**src/rtl/msd_pkg.sv**
```systemverilog
package msd_pkg;

    localparam int STATUS_W   = 8;
    localparam int SYNC_DEPTH = 2;
    localparam int DELTA_POS  = 0;
    localparam int LEVEL_POS  = 4;

    // Status byte layout, MSB first
    typedef struct packed {
        logic [2:0] spare_hi;  // 7:5 placeholders
        logic       cts_lvl;   // 4
        logic [2:0] spare_lo;  // 3:1 placeholders
        logic       cts_delta; // 0
    } msr_t;

    typedef enum logic {
        SRC_PIN  = 1'b0,
        SRC_LOOP = 1'b1
    } src_e;

    function automatic msr_t pack_msr(input logic lvl, input logic dlt);
        msr_t m;
        m           = '0;
        m.cts_lvl   = lvl;
        m.cts_delta = dlt;
        return m;
    endfunction

    function automatic src_e pick_src(input logic loop);
        return loop ? SRC_LOOP : SRC_PIN;
    endfunction

endpackage

```
**src/rtl/msd_sync.sv**
```systemverilog
module msd_sync #(
    parameter int   STAGES  = 2,
    parameter logic RST_VAL = 1'b1
) (
    input  logic clk,
    input  logic rst,
    input  logic d,
    output logic q
);
    logic [STAGES-1:0] chain;

    generate
        if (STAGES == 1) begin : g_one
            always_ff @(posedge clk) begin
                if (rst) chain <= RST_VAL;
                else     chain <= d;
            end
        end else begin : g_many
            always_ff @(posedge clk) begin
                if (rst) chain <= {STAGES{RST_VAL}};
                else     chain <= {chain[STAGES-2:0], d};
            end
        end
    endgenerate

    assign q = chain[STAGES-1];

endmodule

```
**src/rtl/msd_src_sel.sv**
```systemverilog
module msd_src_sel
    import msd_pkg::*;
(
    input  logic loop_en,
    input  logic pin_act,
    input  logic rts,
    output logic level
);
    src_e src;

    always_comb begin
        src = pick_src(loop_en);
        unique case (src)
            SRC_LOOP: level = rts;
            default:  level = pin_act;
        endcase
    end

endmodule

```
**src/rtl/msd_delta.sv**
```systemverilog
module msd_delta (
    input  logic clk,
    input  logic rst,
    input  logic level,
    input  logic rd_stb,
    output logic delta
);
    logic prev_q;
    logic delta_q;
    logic change;

    assign change = (level != prev_q);

    // prev_q resets to "deasserted" so a line asserted through reset is seen as a change
    always_ff @(posedge clk) begin
        if (rst) begin
            prev_q  <= 1'b0;
            delta_q <= 1'b0;
        end else begin
            prev_q <= level;
            if (change)      delta_q <= 1'b1;
            else if (rd_stb) delta_q <= 1'b0;
        end
    end

    assign delta = delta_q;

    p_change_sets_r2: assert property (@(posedge clk) disable iff (rst)
        change |=> delta_q);

    p_read_clears_r3: assert property (@(posedge clk) disable iff (rst)
        (rd_stb && !change) |=> !delta_q);

    p_collide_keeps_r4: assert property (@(posedge clk) disable iff (rst)
        (rd_stb && change) |=> delta_q);

    p_sticky_r5: assert property (@(posedge clk) disable iff (rst)
        (delta_q && !rd_stb) |=> delta_q);

    p_reset_clear_r1: assert property (@(posedge clk)
        rst |=> !delta_q);

endmodule

```
**src/rtl/modem_delta_tracker.sv**
```systemverilog
module modem_delta_tracker
    import msd_pkg::*;
#(
    parameter int SYNC_STAGES = SYNC_DEPTH
) (
    input  logic                clk,
    input  logic                rst,
    input  logic                cts_n,
    input  logic                loop_en,
    input  logic                mcr_rts,
    input  logic                rd_stb,
    output logic [STATUS_W-1:0] msr_rdata
);
    localparam logic [STATUS_W-1:0] SPARE_MASK =
        ~((STATUS_W'(1) << DELTA_POS) | (STATUS_W'(1) << LEVEL_POS));

    logic cts_n_sync;
    logic pin_act;
    logic sel_level;
    logic delta;
    msr_t status;

    msd_sync #(
        .STAGES  (SYNC_STAGES),
        .RST_VAL (1'b1)
    ) u_sync (
        .clk (clk),
        .rst (rst),
        .d   (cts_n),
        .q   (cts_n_sync)
    );

    assign pin_act = ~cts_n_sync;

    msd_src_sel u_sel (
        .loop_en (loop_en),
        .pin_act (pin_act),
        .rts     (mcr_rts),
        .level   (sel_level)
    );

    msd_delta u_delta (
        .clk    (clk),
        .rst    (rst),
        .level  (sel_level),
        .rd_stb (rd_stb),
        .delta  (delta)
    );

    always_comb begin
        status    = pack_msr(sel_level, delta);
        msr_rdata = status;
    end

    p_loop_level_r7: assert property (@(posedge clk) disable iff (rst)
        loop_en |-> (msr_rdata[LEVEL_POS] == mcr_rts));

    p_spare_zero_r10: assert property (@(posedge clk) disable iff (rst)
        (msr_rdata & SPARE_MASK) == '0);

    p_loop_pin_ignored_r6: assert property (@(posedge clk) disable iff (rst)
        (loop_en && $past(loop_en) && $stable(mcr_rts) && !rd_stb && !msr_rdata[DELTA_POS])
            |=> !msr_rdata[DELTA_POS]);

endmodule

```
**config.mk**
```make
export PLATFORM = sky130hd
export DESIGN_NAME = modem_delta_tracker
export DESIGN_NICKNAME = d
export VERILOG_FILES = /design/src/rtl/msd_pkg.sv /design/src/rtl/msd_sync.sv /design/src/rtl/msd_src_sel.sv /design/src/rtl/msd_delta.sv /design/src/rtl/modem_delta_tracker.sv
export SDC_FILE = /design/constraint.sdc
export NUM_CORES = 1
export LEC_CHECK = 0
export ABC_AREA = 1
export BUFFER_PORTS_ARGS = -buffer_cell sky130_fd_sc_hd__buf_2
export CAP_MARGIN = 30
export CORE_AREA = 3 3 40 42
export CTS_CLUSTER_DIAMETER = 40
export DETAILED_ROUTE_END_ITERATION = 10
export DIE_AREA = 0 0 43 45
export SYNTH_ARGS = -nofsm -noshare
export SYNTH_HDL_FRONTEND = slang
export SYNTH_SLANG_ARGS = --single-unit
```
**constraint.sdc**
```tcl
create_clock -name clk -period 0.8 [get_ports clk]
set_input_delay 0.24 -clock clk [delete_from_list [all_inputs] [get_ports clk]]
set_output_delay 0.24 -clock clk [all_outputs]
set_load 0.01 [all_outputs]
```
# After elaboration in Yosys (flattened, before gate mapping)

Cells that the tools add are included.

Memories kept: 0
Latch bits: 0
Register bits after elaboration: 4
Logic and storage cells: 10
Bits in read-only memories: 0
Output and inout port bits: 8
Bits in writable memories: 0

Muxes and demuxes: 4
Eq/ne operators: 1
$mul: 0
Shift-type cells: 0
Reduce and logical (&&, ||, !) cells: 1
Div/mod/pow operators: 0
Add/subtract/negate cells: 0
Magnitude comparators: 0
Bitwise logic cells: 1

Operators with widths:

| kind              | number |
|---|---|
| $mux 1            | 4 |
| $reduce_bool 2->1 | 1 |
| $ne 1x1->1        | 1 |
| $not 1->1         | 1 |

# Longest topological paths before layout

Gate-level depths: netlist of run 1.

Depth after elaboration: 4
Mapped depth: 6
Depth with buffers taken out: 6

# Cells and area by module

From an unflattened synthesis of run 1, not the netlist that was laid out.

Cells, all modules: 34
Area total of the unflattened synthesis: 224.0 µm²

By module, submodules not included:

| module              | times used | cells an instance | area an instance (µm²) |
|---|---|---|---|
| msd_delta           | 1          | 13                | 82.6 |
| modem_delta_tracker | 1          | 10                | 67.6 |
| msd_sync            | 1          | 7                 | 58.8 |
| msd_src_sel         | 1          | 4                 | 15.0 |

# Worst setup path after synthesis of run 1

OpenSTA, ideal clock, no wires.

Kind: reg-to-output
From: register u_sync.chain[1]
To: output msr_rdata[4]
Data required time: 0.560 ns
Data arrival time: 0.595 ns
Cell stages (with the launch flop): 5
Slack: -0.035 ns
Path through: dfxtp_1 -> nand2_2 -> nand2_1 -> inv_1 -> buf_4

Longest elaborated chain between the ends: 2

Ends and longest elaborated chain:

| item                     | line                      | text |
|---|---|---|
| start: declaration       | msd_sync.sv:10            | `logic [STAGES-1:0] chain;` |
| start signal: assignment | msd_sync.sv:20            | `if (rst) chain <= {STAGES{RST_VAL}};` |
| start signal: assignment | msd_sync.sv:21            | `else chain <= {chain[STAGES-2:0], d};` |
| $not 1->1                | modem_delta_tracker.sv:33 | `assign pin_act = ~cts_n_sync;` |
| $mux 1                   | msd_src_sel.sv:13         | `unique case (src)` |
| end: declaration         | modem_delta_tracker.sv:12 | `output logic [STATUS_W-1:0] msr_rdata` |

No other way between the ends.

# Worst setup path in the final report of run 1

Same ends and word-level chain as after synthesis.

==> impl_results.md, run 1 <==
- Final Hold Slack: 188 ps
- Max Slew Vio Count: 0
- Largest stage delay, worst path: 330 ps
- Hpwl dp: 276 um
- Sequential cell area: 82.6 um^2
- H-tree Lvls: 1
- Die area: 1940 um^2
- Final period util: 133%
- DRT Wirelength: 354 um
- Reg-to-Reg End: u_delta.delta$_SDFFE_PP0P_
- Core area: 1280 um^2
- All-Layer GR Usage: 4.50%
- R2R Setup Slk: 80 ps
- RSZ-0062 raised after global routing: true
- Num Clock Sinks: 4
- Synth top area share: 34.4%
- Worst hold path class: in -> reg
- Max Fanout on Critical Path: 2
- WHS Endpoint: u_sync.chain[0]$_SDFF_PP1_
- IO Count: 14
- Critical Path Source Type: flop
- Nets: 49
- Drt initial violations: 0
- Routed wire length per instance: 6.32 um
- Post-synth EDFFs: 0
- Leakage: 0.174 nW
- Core Rows: 13
- Largest family of logic cells by synthesized area: buffers and inverters
- Top post-synthesis cells by count: 8 x buf_4, 6 x inv_1, 6 x nand2_1
- Synth Area in Adders: 0%
- Pwr Density: 1920 nW/um^2
- Cells after Synth: 33
- Setup TNS: -360 ps
- Sequential element share of the synthesized area: 34.4%
- Die height: 45 um
- DR vias: 177
- Failing checks: setup timing
- Met3 Usage GRT: 2.39%
- Clock slew at reported path FFs: 40 ps
- Largest net degree at the start of global routing: 5
- CP max-delay cell: dfxtp_2
- CP Capture Type: output pin
- Clock latency on the worst-skew pair: 230 ps
- Synth Area in Compound Gates: 0%
- Asr flop ratio synth: 0%
- Worst path arrival time: 820 ps
- Xor/xnor share of the synthesized area: 0%
- Vias/cell: 3.16
- Synth warn: 0
- Initial cell density of the core: 18.1%
- Synthesized cell area: 233 um^2
- Top achievable clock speed: 940 MHz
- DRC Markers: 0
- Distinct cells, synth: 11
- Synth top area cells: dfxtp_1 34%, buf_4 26%, inv_1 9.7%
- Global-route wire length before repair: 558 um
- R2r worst-path depth: 6
- CP Data Required Time: 560 ps
- Grt met1 use: 3.62%
- Biggest area consumer among synthesized cells: dfxtp_1
- Worst-path cell chain: nand2_2 > nand2_2 > inv_2 > buf_6
- Number of port buffers: 7
- GP Congestion: 0.641
- Min Clock Period, post-route: 1060 ps
- Most common cell in the netlist: buf_4
- Top_reg_cell synth: dfxtp_1
- Post-placement worst setup slack: -143 ps
- Worst hold path startpoint: cts_n
- Mean post-synth cell area: 7.05 um^2
- Critical path class: reg -> out
- CTS max path bufs: 2
- Area of the multi-input gates: 87.6 um^2
- Root Buffer: clkbuf_4
- Post-synthesis simple-gate area fraction: 26.9%
- Die W: 43 um
- Final hold violations: 0
- Layout cell share with drive strength beyond 1: 46.3%
- Vias in the first global route: 157
- Most used cell, CP: nand2_2
- TritonRoute pass-1 iters: 1
- CTS Buf Count: 3
- Clk_skew: 2.05 ps
- Post-synthesis mux area share: 0%
- Setup slack after layout: -264 ps
- Worst reg2reg startpoint: u_sync.chain[1]$_SDFF_PP1_
- Status: finished with violations
- Initial antenna violation count: 0
- Gr busiest metal: met4
- Fillcell total: 143
- CTS tree: done
- Setup Viol. Count Final: 2
- GR Overflow Total: 0
- #FFs+latches synth: 4
- Area Overhead vs Synth: 25.8%
- Cells on Worst Hold Path: 2
- Number of max-cap violations: 0
- Ant diodes: 0
- ANT nets after route: 0
- VDD IR-drop max: 600 uV
- Global Route met2 Usage: 6.29%
## per-stage QoR
step           utilization (%)  total power, mW  area (um^2)  std cells
2_1_floorplan                -            0.305          256         38
3_3_place_gp              19.8            0.301          254         53
3_5_place_dp              19.8            0.302          254         53
4_1_cts                   22.3            0.582          287         56
5_1_grt                   22.8            0.612          293         56
6_report                  22.8            0.563          293         56
## power breakdown
part	total (mW)	switching [mW]	internal, mW
Combinational	0.0927	0.0474	0.0453
Sequential	0.221	0.00593	0.215
Clock	0.249	0.0817	0.168
## routing by layer
layer / share of wire, % / routed length, um / vias up
li1: - / - / 97
met1: 37 / 130 / 72
met2: 51 / 179 / 8
met3: 12 / 44 / 0
met4: 0 / 0 / 0
met5: 0 / 0 / -
## layout make-up
class	count	share of cell area, %
Multi-Input combinational cell	19	29.9
Sequential cell	4	28.2
Timing Repair Buffer	8	18.8
Inverter	7	8.97
Clock buffer	3	7.69
Tap cell	15	6.41
## critical path, delay by kind of cell, from the launching register on
kind	cells	cell delay, ps
flops	1	330
buf+inv	2	150
simple gates	2	130
## registers in the layout (all words and copies together), names as in the netlist
register / cells
u_delta.prev_q: 1
u_sync.chain: 2
u_delta.delta: 1
## how the worst max path moves through the flow
stage	slack, ps	cells past startpoint	startpoint	end
2_1_floorplan	-4	4	u_sync.chain[1]$_SDFF_PP1_	msr_rdata[4]
3_3_place_gp	-150	6	loop_en	msr_rdata[4]
3_5_place_dp	-140	6	loop_en	msr_rdata[4]
4_1_cts	-290	4	u_sync.chain[1]$_SDFF_PP1_	msr_rdata[4]
5_1_grt	-320	4	u_sync.chain[1]$_SDFF_PP1_	msr_rdata[4]
6_report	-260	4	u_sync.chain[1]$_SDFF_PP1_	msr_rdata[4]
## cell families after synthesis
group                  count (synthesis)
buffers and inverters                 15
and+or+nand+nor                       13
DFF                                    4
other                                  1
## timing repair
action | CTS | global route
buffers inserted | 0 | 0
hold buffers | 0 | 0
resized for setup | 3 | 2
pin swaps | 0 | 1
endpoints found under the setup margin | 2 | 2
## placed cells by master, fill, tap and decap left out
cell type  count
buf_6          2
dfxtp_2        2
buf_2          5
dfxtp_1        2
inv_1          5
nor2_1         1
nand3_1        2
buf_4          1
or2_2          2
inv_2          2
clkbuf_4       3
nand2_2        2
nand3b_1       1
nand2_1        5
conb_1         6
Power figures use the tool's default switching activity.
==> run 2, diff against run 1 <==
--- a/config.mk
+++ b/config.mk
@@ -6,7 +6,7 @@
 export NUM_CORES = 1
 export LEC_CHECK = 0
 export ABC_AREA = 1
-export BUFFER_PORTS_ARGS = -buffer_cell sky130_fd_sc_hd__buf_2
+export BUFFER_PORTS_ARGS = -buffer_cell sky130_fd_sc_hd__clkbuf_2
 export CAP_MARGIN = 30
 export CORE_AREA = 3 3 40 42
 export CTS_CLUSTER_DIAMETER = 40
==> run 2 against run 1 <==
Compared with the run above:
- the run still ends with setup timing left
- die area is the same
- utilization is the same
- power shrank 0.34%
- via count is the same
- clock skew shrank 0.86 ps
- design area is the same
- critical path type unchanged
- largest power group unchanged
- highest routed layer unchanged
==> impl_results.md, run 2 (synthesis results as in run 1) <==
- Max Fanout on Critical Path: 2 (unchanged)
- VDD IR-drop max: 668 uV (+11%)
- Sw frac: 23.8% (-0.24 points)
- Num Clock Sinks: 4 (unchanged)
- Comb pwr share: 16.6% (about the same)
- Worst hold path class: in -> reg
- Most frequent cells in the layout: 6 x conb_1, 5 x inv_1, 5 x nand2_1, 5 x clkbuf_2, 3 x clkbuf_4
- Layout cell share with drive strength beyond 1: 46.3% (unchanged)
- Root Buffer: clkbuf_4
- Ant diodes: 0 (unchanged)
- Worst path arrival time: 820 ps (about the same)
- Largest net degree at the start of global routing: 5 (unchanged)
- CTS tree: done
- Clock slew at reported path FFs: 40 ps (about the same)
- CP Data Required Time: 560 ps (about the same)
- Seq pwr share: 39.3% (about the same)
- CTS Buf Count: 3 (unchanged)
- Max FFs per register: 2 (unchanged)
- Nets: 49 (unchanged)
- Setup Viol. Count Final: 2 (unchanged)
- Clk_skew: 1.19 ps (-0.856 ps)
- Leakage: 0.175 nW (+0.63%)
- CTS Hold Buffers Added: 0 (unchanged)
- Commonest non-fill, non-tap cell in the layout: conb_1
- GP Congestion: 0.659 (+2.8%)
- Fillcell total: 158 (+10%)
- TritonRoute pass-1 iters: 2 (+1)
- CP Capture Type: output pin
- DRT Wirelength: 341 um (-3.7%)
- Core Rows: 13 (unchanged)
- Routed wire length per instance: 6.09 um (-3.7%)
- GR Overflow Total: 0 (unchanged)
- Drt initial violations: 3 (+3)
- Vias/cell: 3.16 (unchanged)
- RSZ-0062 raised after global routing: true
- Die height: 45 um (unchanged)
- Failing checks: setup timing
- Int Pwr: 428 uW (about the same)
- Core area: 1280 um^2 (unchanged)
- Setup bufs post-CTS: 0 (unchanged)
- H-tree Lvls: 1 (unchanged)
- Vias in the first global route: 154 (-1.9%)
- Setup TNS: -356 ps (+4.70 ps)
- Initial antenna violation count: 0 (unchanged)
- Clock latency on the worst-skew pair: 230 ps (about the same)
- Top achievable clock speed: 942 MHz (+0.27%)
- DRC Markers: 0 (unchanged)
- Net switching power: 133 uW (-1.4%)
- Final hold violations: 0 (unchanged)
- Hpwl dp: 291 um (+5.4%)
- Number of max-cap violations: 0 (unchanged)
- Min Clock Period, post-route: 1060 ps (-2.89 ps)
- Pwr Density: 1920 nW/um^2 (-0.34%)
- ANT nets after route: 0 (unchanged)
- DR vias: 177 (unchanged)
- Die W: 43 um (unchanged)
- IO Count: 14 (unchanged)
- Critical Path Source Type: flop
- Area Overhead vs Synth: 25.8% (unchanged)
- CTS max path bufs: 2 (unchanged)
- All-Layer GR Usage: 4.25% (-0.25 points)
- Critical path class: reg -> out
- Final period util: 133% (-0.36 points)
- Setup slack after layout: -261 ps (+2.88 ps)
- Initial cell density of the core: 18.1% (unchanged)
- Die area: 1940 um^2 (unchanged)
- Number of port buffers: 7 (unchanged)
- Global-route wire length before repair: 510 um (-8.6%)
- Status: finished with violations
- Biggest register: u_sync.chain
- Clock power share: 44.1% (-0.2 points)
- Max Slew Vio Count: 0 (unchanged)
- Post-placement worst setup slack: -129 ps (+13.1 ps)
run 2: critical path, stage by stage, from the launching register on:
cell,delay (ps)
dfxtp_2,320
nand2_2,60
nand2_2,70
inv_2,30
buf_6,110
run 2: path summary, 6_finish.rpt:
check,slack (ps),from,depth (start not counted),to
worst min-delay path,190,cts_n,2,u_sync.chain[0]$_SDFF_PP1_
worst max-delay path,-260,u_sync.chain[1]$_SDFF_PP1_,4,msr_rdata[4]
worst min register to register,420,u_sync.chain[0]$_SDFF_PP1_,1,u_sync.chain[1]$_SDFF_PP1_
worst max register to register,80,u_sync.chain[1]$_SDFF_PP1_,6,u_delta.delta$_SDFFE_PP0P_
run 2: repair_timing:
item                                    in CTS  in global routing
pin swaps                                    0                  1
gates resized for setup                      2                  5
endpoints found under the hold margin        0                  0
endpoints found under the setup margin       2                  2
run 2: layer usage:
metal  vias up  share of wire [%]  GRT usage, %
li1         96                  -             -
met5         -                  0             0
met1        73                 35          2.41
met2         8                 51          6.89
met3         0                 14          3.59
met4         0                  0          5.42
run 2: through the flow:
stage                     area, um^2  hold slack [ps]  cells  util [%]  power [mW]
after floorplan                  256              312     38         -       0.305
after global placement           254              394     53      19.8       0.301
after detailed placement         254              408     53      19.8       0.303
after CTS                        280              179     56      21.8       0.565
after global routing             293              189     56      22.8       0.601
final                            293              188     56      22.8       0.561
run 2: area by class of cell:
class / instances / area, um^2 / share of cell area (%)
clock buffer: 3 / 22.5 / 7.69
inverter: 7 / 26.3 / 8.97
multi-input combinational: 19 / 87.6 / 29.9
timing repair buffer: 8 / 55.1 / 18.8
sequential: 4 / 82.6 / 28.2
tap: 15 / 18.8 / 6.41
run 2: power groups by stage:
stage	Sequential (mW)	Combinational [mW]	Clock (mW)
2_1_floorplan	0.221	0.0845	0
3_5_place_dp	0.222	0.0811	0
5_1_grt	0.221	0.105	0.274
6_report	0.220	0.0931	0.247
3_3_place_gp	0.221	0.0799	0
4_1_cts	0.219	0.0833	0.262
==> run 3, diff against run 2 <==
--- a/config.mk
+++ b/config.mk
@@ -6,12 +6,12 @@
 export NUM_CORES = 1
 export LEC_CHECK = 0
 export ABC_AREA = 1
-export BUFFER_PORTS_ARGS = -buffer_cell sky130_fd_sc_hd__clkbuf_2
 export CAP_MARGIN = 30
 export CORE_AREA = 3 3 40 42
 export CTS_CLUSTER_DIAMETER = 40
 export DETAILED_ROUTE_END_ITERATION = 10
 export DIE_AREA = 0 0 43 45
+export DONT_BUFFER_PORTS = 1
 export SYNTH_ARGS = -nofsm -noshare
 export SYNTH_HDL_FRONTEND = slang
 export SYNTH_SLANG_ARGS = --single-unit
==> run 3 against run 2 <==
Compared with the run above:
- the run still ends with setup timing left
- highest routed layer unchanged
- combinational power shrank 33%
- clock-buffer cell count unchanged
- design area decreased by 14%
- non-clock buffer count down 6
- clock skew rose by 0.74 ps
- first-iteration DRC count is 100% lower
- largest cell class unchanged
- worst hold slack worse by 110 ps
- sequential power barely moved
==> impl_results.md, run 3 (synthesis results as in run 1) <==
- Largest stage delay, worst path: 310 ps (about the same)
- CP max-delay cell: dfxtp_2
- Die height: 45 um (unchanged)
- CTS Hold Buffers Added: 0 (unchanged)
- Non-filler instance count after layout: 50 (-11%)
- ANT nets after route: 0 (unchanged)
- Initial antenna violation count: 0 (unchanged)
- Stages on worst setup path: 3 (-1)
- Worst hold path startpoint: rst
- R2r worst-path depth: 6 (unchanged)
- Pwr Density: 2110 nW/um^2 (+10%)
- Cells on Worst Hold Path: 1 (-1)
- Root Buffer: clkbuf_4
- Leakage: 0.147 nW (-16%)
- Clock slew at reported path FFs: 40 ps (about the same)
- CTS tree: done
- GP Congestion: 0.646 (-2.1%)
- Setup Viol. Count Final: 3 (+1)
- Most used cell, CP: nand2_2
- Global-route wire length before repair: 621 um (+22%)
- Max Fanout on Critical Path: 2 (unchanged)
- Most frequent cells in the layout: 6 x conb_1, 5 x inv_1, 5 x nand2_1
- CP Launch Point: u_sync.chain[1]$_SDFF_PP1_
- Int Pwr: 408 uW (-4.5%)
- Comb pwr share: 11.7% (-4.9 points)
- Commonest non-fill, non-tap cell in the layout: conb_1
- Number of port buffers: 0 (-7)
- Core area: 1280 um^2 (unchanged)
- Vias/cell: 3.32 (+5.0%)
- WP buf/inv: 1 (-1)
- Top achievable clock speed: 1020 MHz (+8.3%)
- TritonRoute pass-1 iters: 1 (-1)
- Setup slack after layout: -180 ps (+81.2 ps)
- Final Hold Slack: 75.8 ps (-112 ps)
- Layout cell share with drive strength beyond 1: 37.1% (-9.2 points)
- Min Clock Period, post-route: 980 ps (-81.2 ps)
- All-Layer GR Usage: 4.75% (+0.50 points)
- Final period util: 122% (-10 points)
- Seq pwr share: 41.8% (+2.5 points)
- Core Rows: 13 (unchanged)
- Area Overhead vs Synth: 8.60%
- Routed wire length per instance: 7.12 um (+17%)
- VDD IR-drop max: 737 uV (+10%)
- Net switching power: 125 uW (-6.3%)
- Post-placement worst setup slack: 22.8 ps (+152 ps)
- Ant diodes: 0 (unchanged)
- Worst-path cell chain: nand2_2 > nand2_2 > inv_2
- CP Capture Type: output pin
- Max FFs per register: 2 (unchanged)
- RSZ-0062 raised after global routing: true
- Vias in the first global route: 160 (+3.9%)
- IO Count: 14 (unchanged)
- DRT Wirelength: 356 um (+4.4%)
- Sw frac: 23.4% (-0.33 points)
- GR Overflow Total: 0 (unchanged)
- Clock latency on the worst-skew pair: 230 ps (about the same)
- Num Clock Sinks: 4 (unchanged)
- Status: finished with violations
- Die area: 1940 um^2 (unchanged)
- Initial cell density of the core: 18.1% (unchanged)
- Hpwl dp: 288 um (-1.1%)
- DRC Markers: 0 (unchanged)
- DR vias: 166 (-6.2%)
- Worst hold path class: in -> reg
- Worst path arrival time: 740 ps (-80 ps)
- Inst Count DP: 45 (-15%)
- Worst path top cell family by delay: flip-flops
- Critical Path Source Type: flop
- Biggest register: u_sync.chain
- Largest net degree at the start of global routing: 5 (unchanged)
- Final hold violations: 0 (unchanged)
- Die W: 43 um (unchanged)
- CP Data Required Time: 560 ps (about the same)
- Number of max-cap violations: 0 (unchanged)
- CTS Buf Count: 3 (unchanged)
- Nets: 43 (-12%)
- Drt initial violations: 0 (-3)
- Clock power share: 46.5% (+2.4 points)
- Worst reg2reg startpoint: u_sync.chain[1]$_SDFF_PP1_
- H-tree Lvls: 1 (unchanged)
- Clk_skew: 1.93 ps (+0.741 ps)
- CTS max path bufs: 2 (unchanged)
- Failing checks: setup timing
- Max Slew Vio Count: 0 (unchanged)
- Critical path class: reg -> out
[run 3: cell count changes in the layout (fill, tap and decap cells not counted)]
cell / before / now
buf_4: 1 / 2
buf_6: 2 / 0
clkbuf_2: 5 / 0
[run 3: through the flow]
step	TNS, ps	cell area, um^2	total power [mW]	util, %
final	-222	253	0.533	19.7
after global routing	-385	253	0.581	19.7
after CTS	-227	245	0.551	19.1
after detailed placement	0	211	0.276	16.5
after global placement	0	211	0.274	16.5
after floorplan	-4.15	256	0.305	-
[run 3: layout make-up]
class / count / area, um^2
sequential: 4 / 82.6
tap: 15 / 18.8
fill: 149 / 1030
clock buffer: 3 / 22.5
inverter: 7 / 26.3
timing repair buffer: 2 / 15.0
multi-input combinational: 19 / 87.6
[run 3: worst reg2reg max path: stages, from the launching register on]
cell and delay (ps):
dfxtp_2 320, nand2_2 60, buf_4 120, nand3b_1 60, nand3_1 70, nand2_1 60, inv_1 30
[run 3: metal layers]
metal / vias to the layer above / global-route usage (%) / share of wire (%)
met4: 0 / 5.42 / 0
li1: 85 / - / -
met5: - / 0 / 0
met2: 8 / 7.49 / 53
met3: 0 / 3.19 / 14
met1: 73 / 3.62 / 32
[run 3: worst paths after layout]
check                                    end  slack [ps]
setup reg to reg  u_delta.delta$_SDFFE_PP0P_         -30
hold / removal     u_delta.prev_q$_SDFF_PP0_          80
hold reg to reg   u_sync.chain[1]$_SDFF_PP1_         420
setup / recovery                msr_rdata[4]        -180
[run 3: power groups by stage]
stage / combinational, mW / clock (mW) / sequential [mW]
CTS: 0.0587 / 0.268 / 0.223
global placement: 0.0491 / 0 / 0.225
finish: 0.0623 / 0.248 / 0.223
floorplan: 0.0845 / 0 / 0.221
detailed placement: 0.0503 / 0 / 0.226
global route: 0.0734 / 0.284 / 0.224
[run 3: what timing repair did]
item                                    CTS  global route
gates cloned                              0             0
setup buffers                             1             1
resized for setup                         3             0
endpoints found under the setup margin    2             2
pin swaps                                 0             1
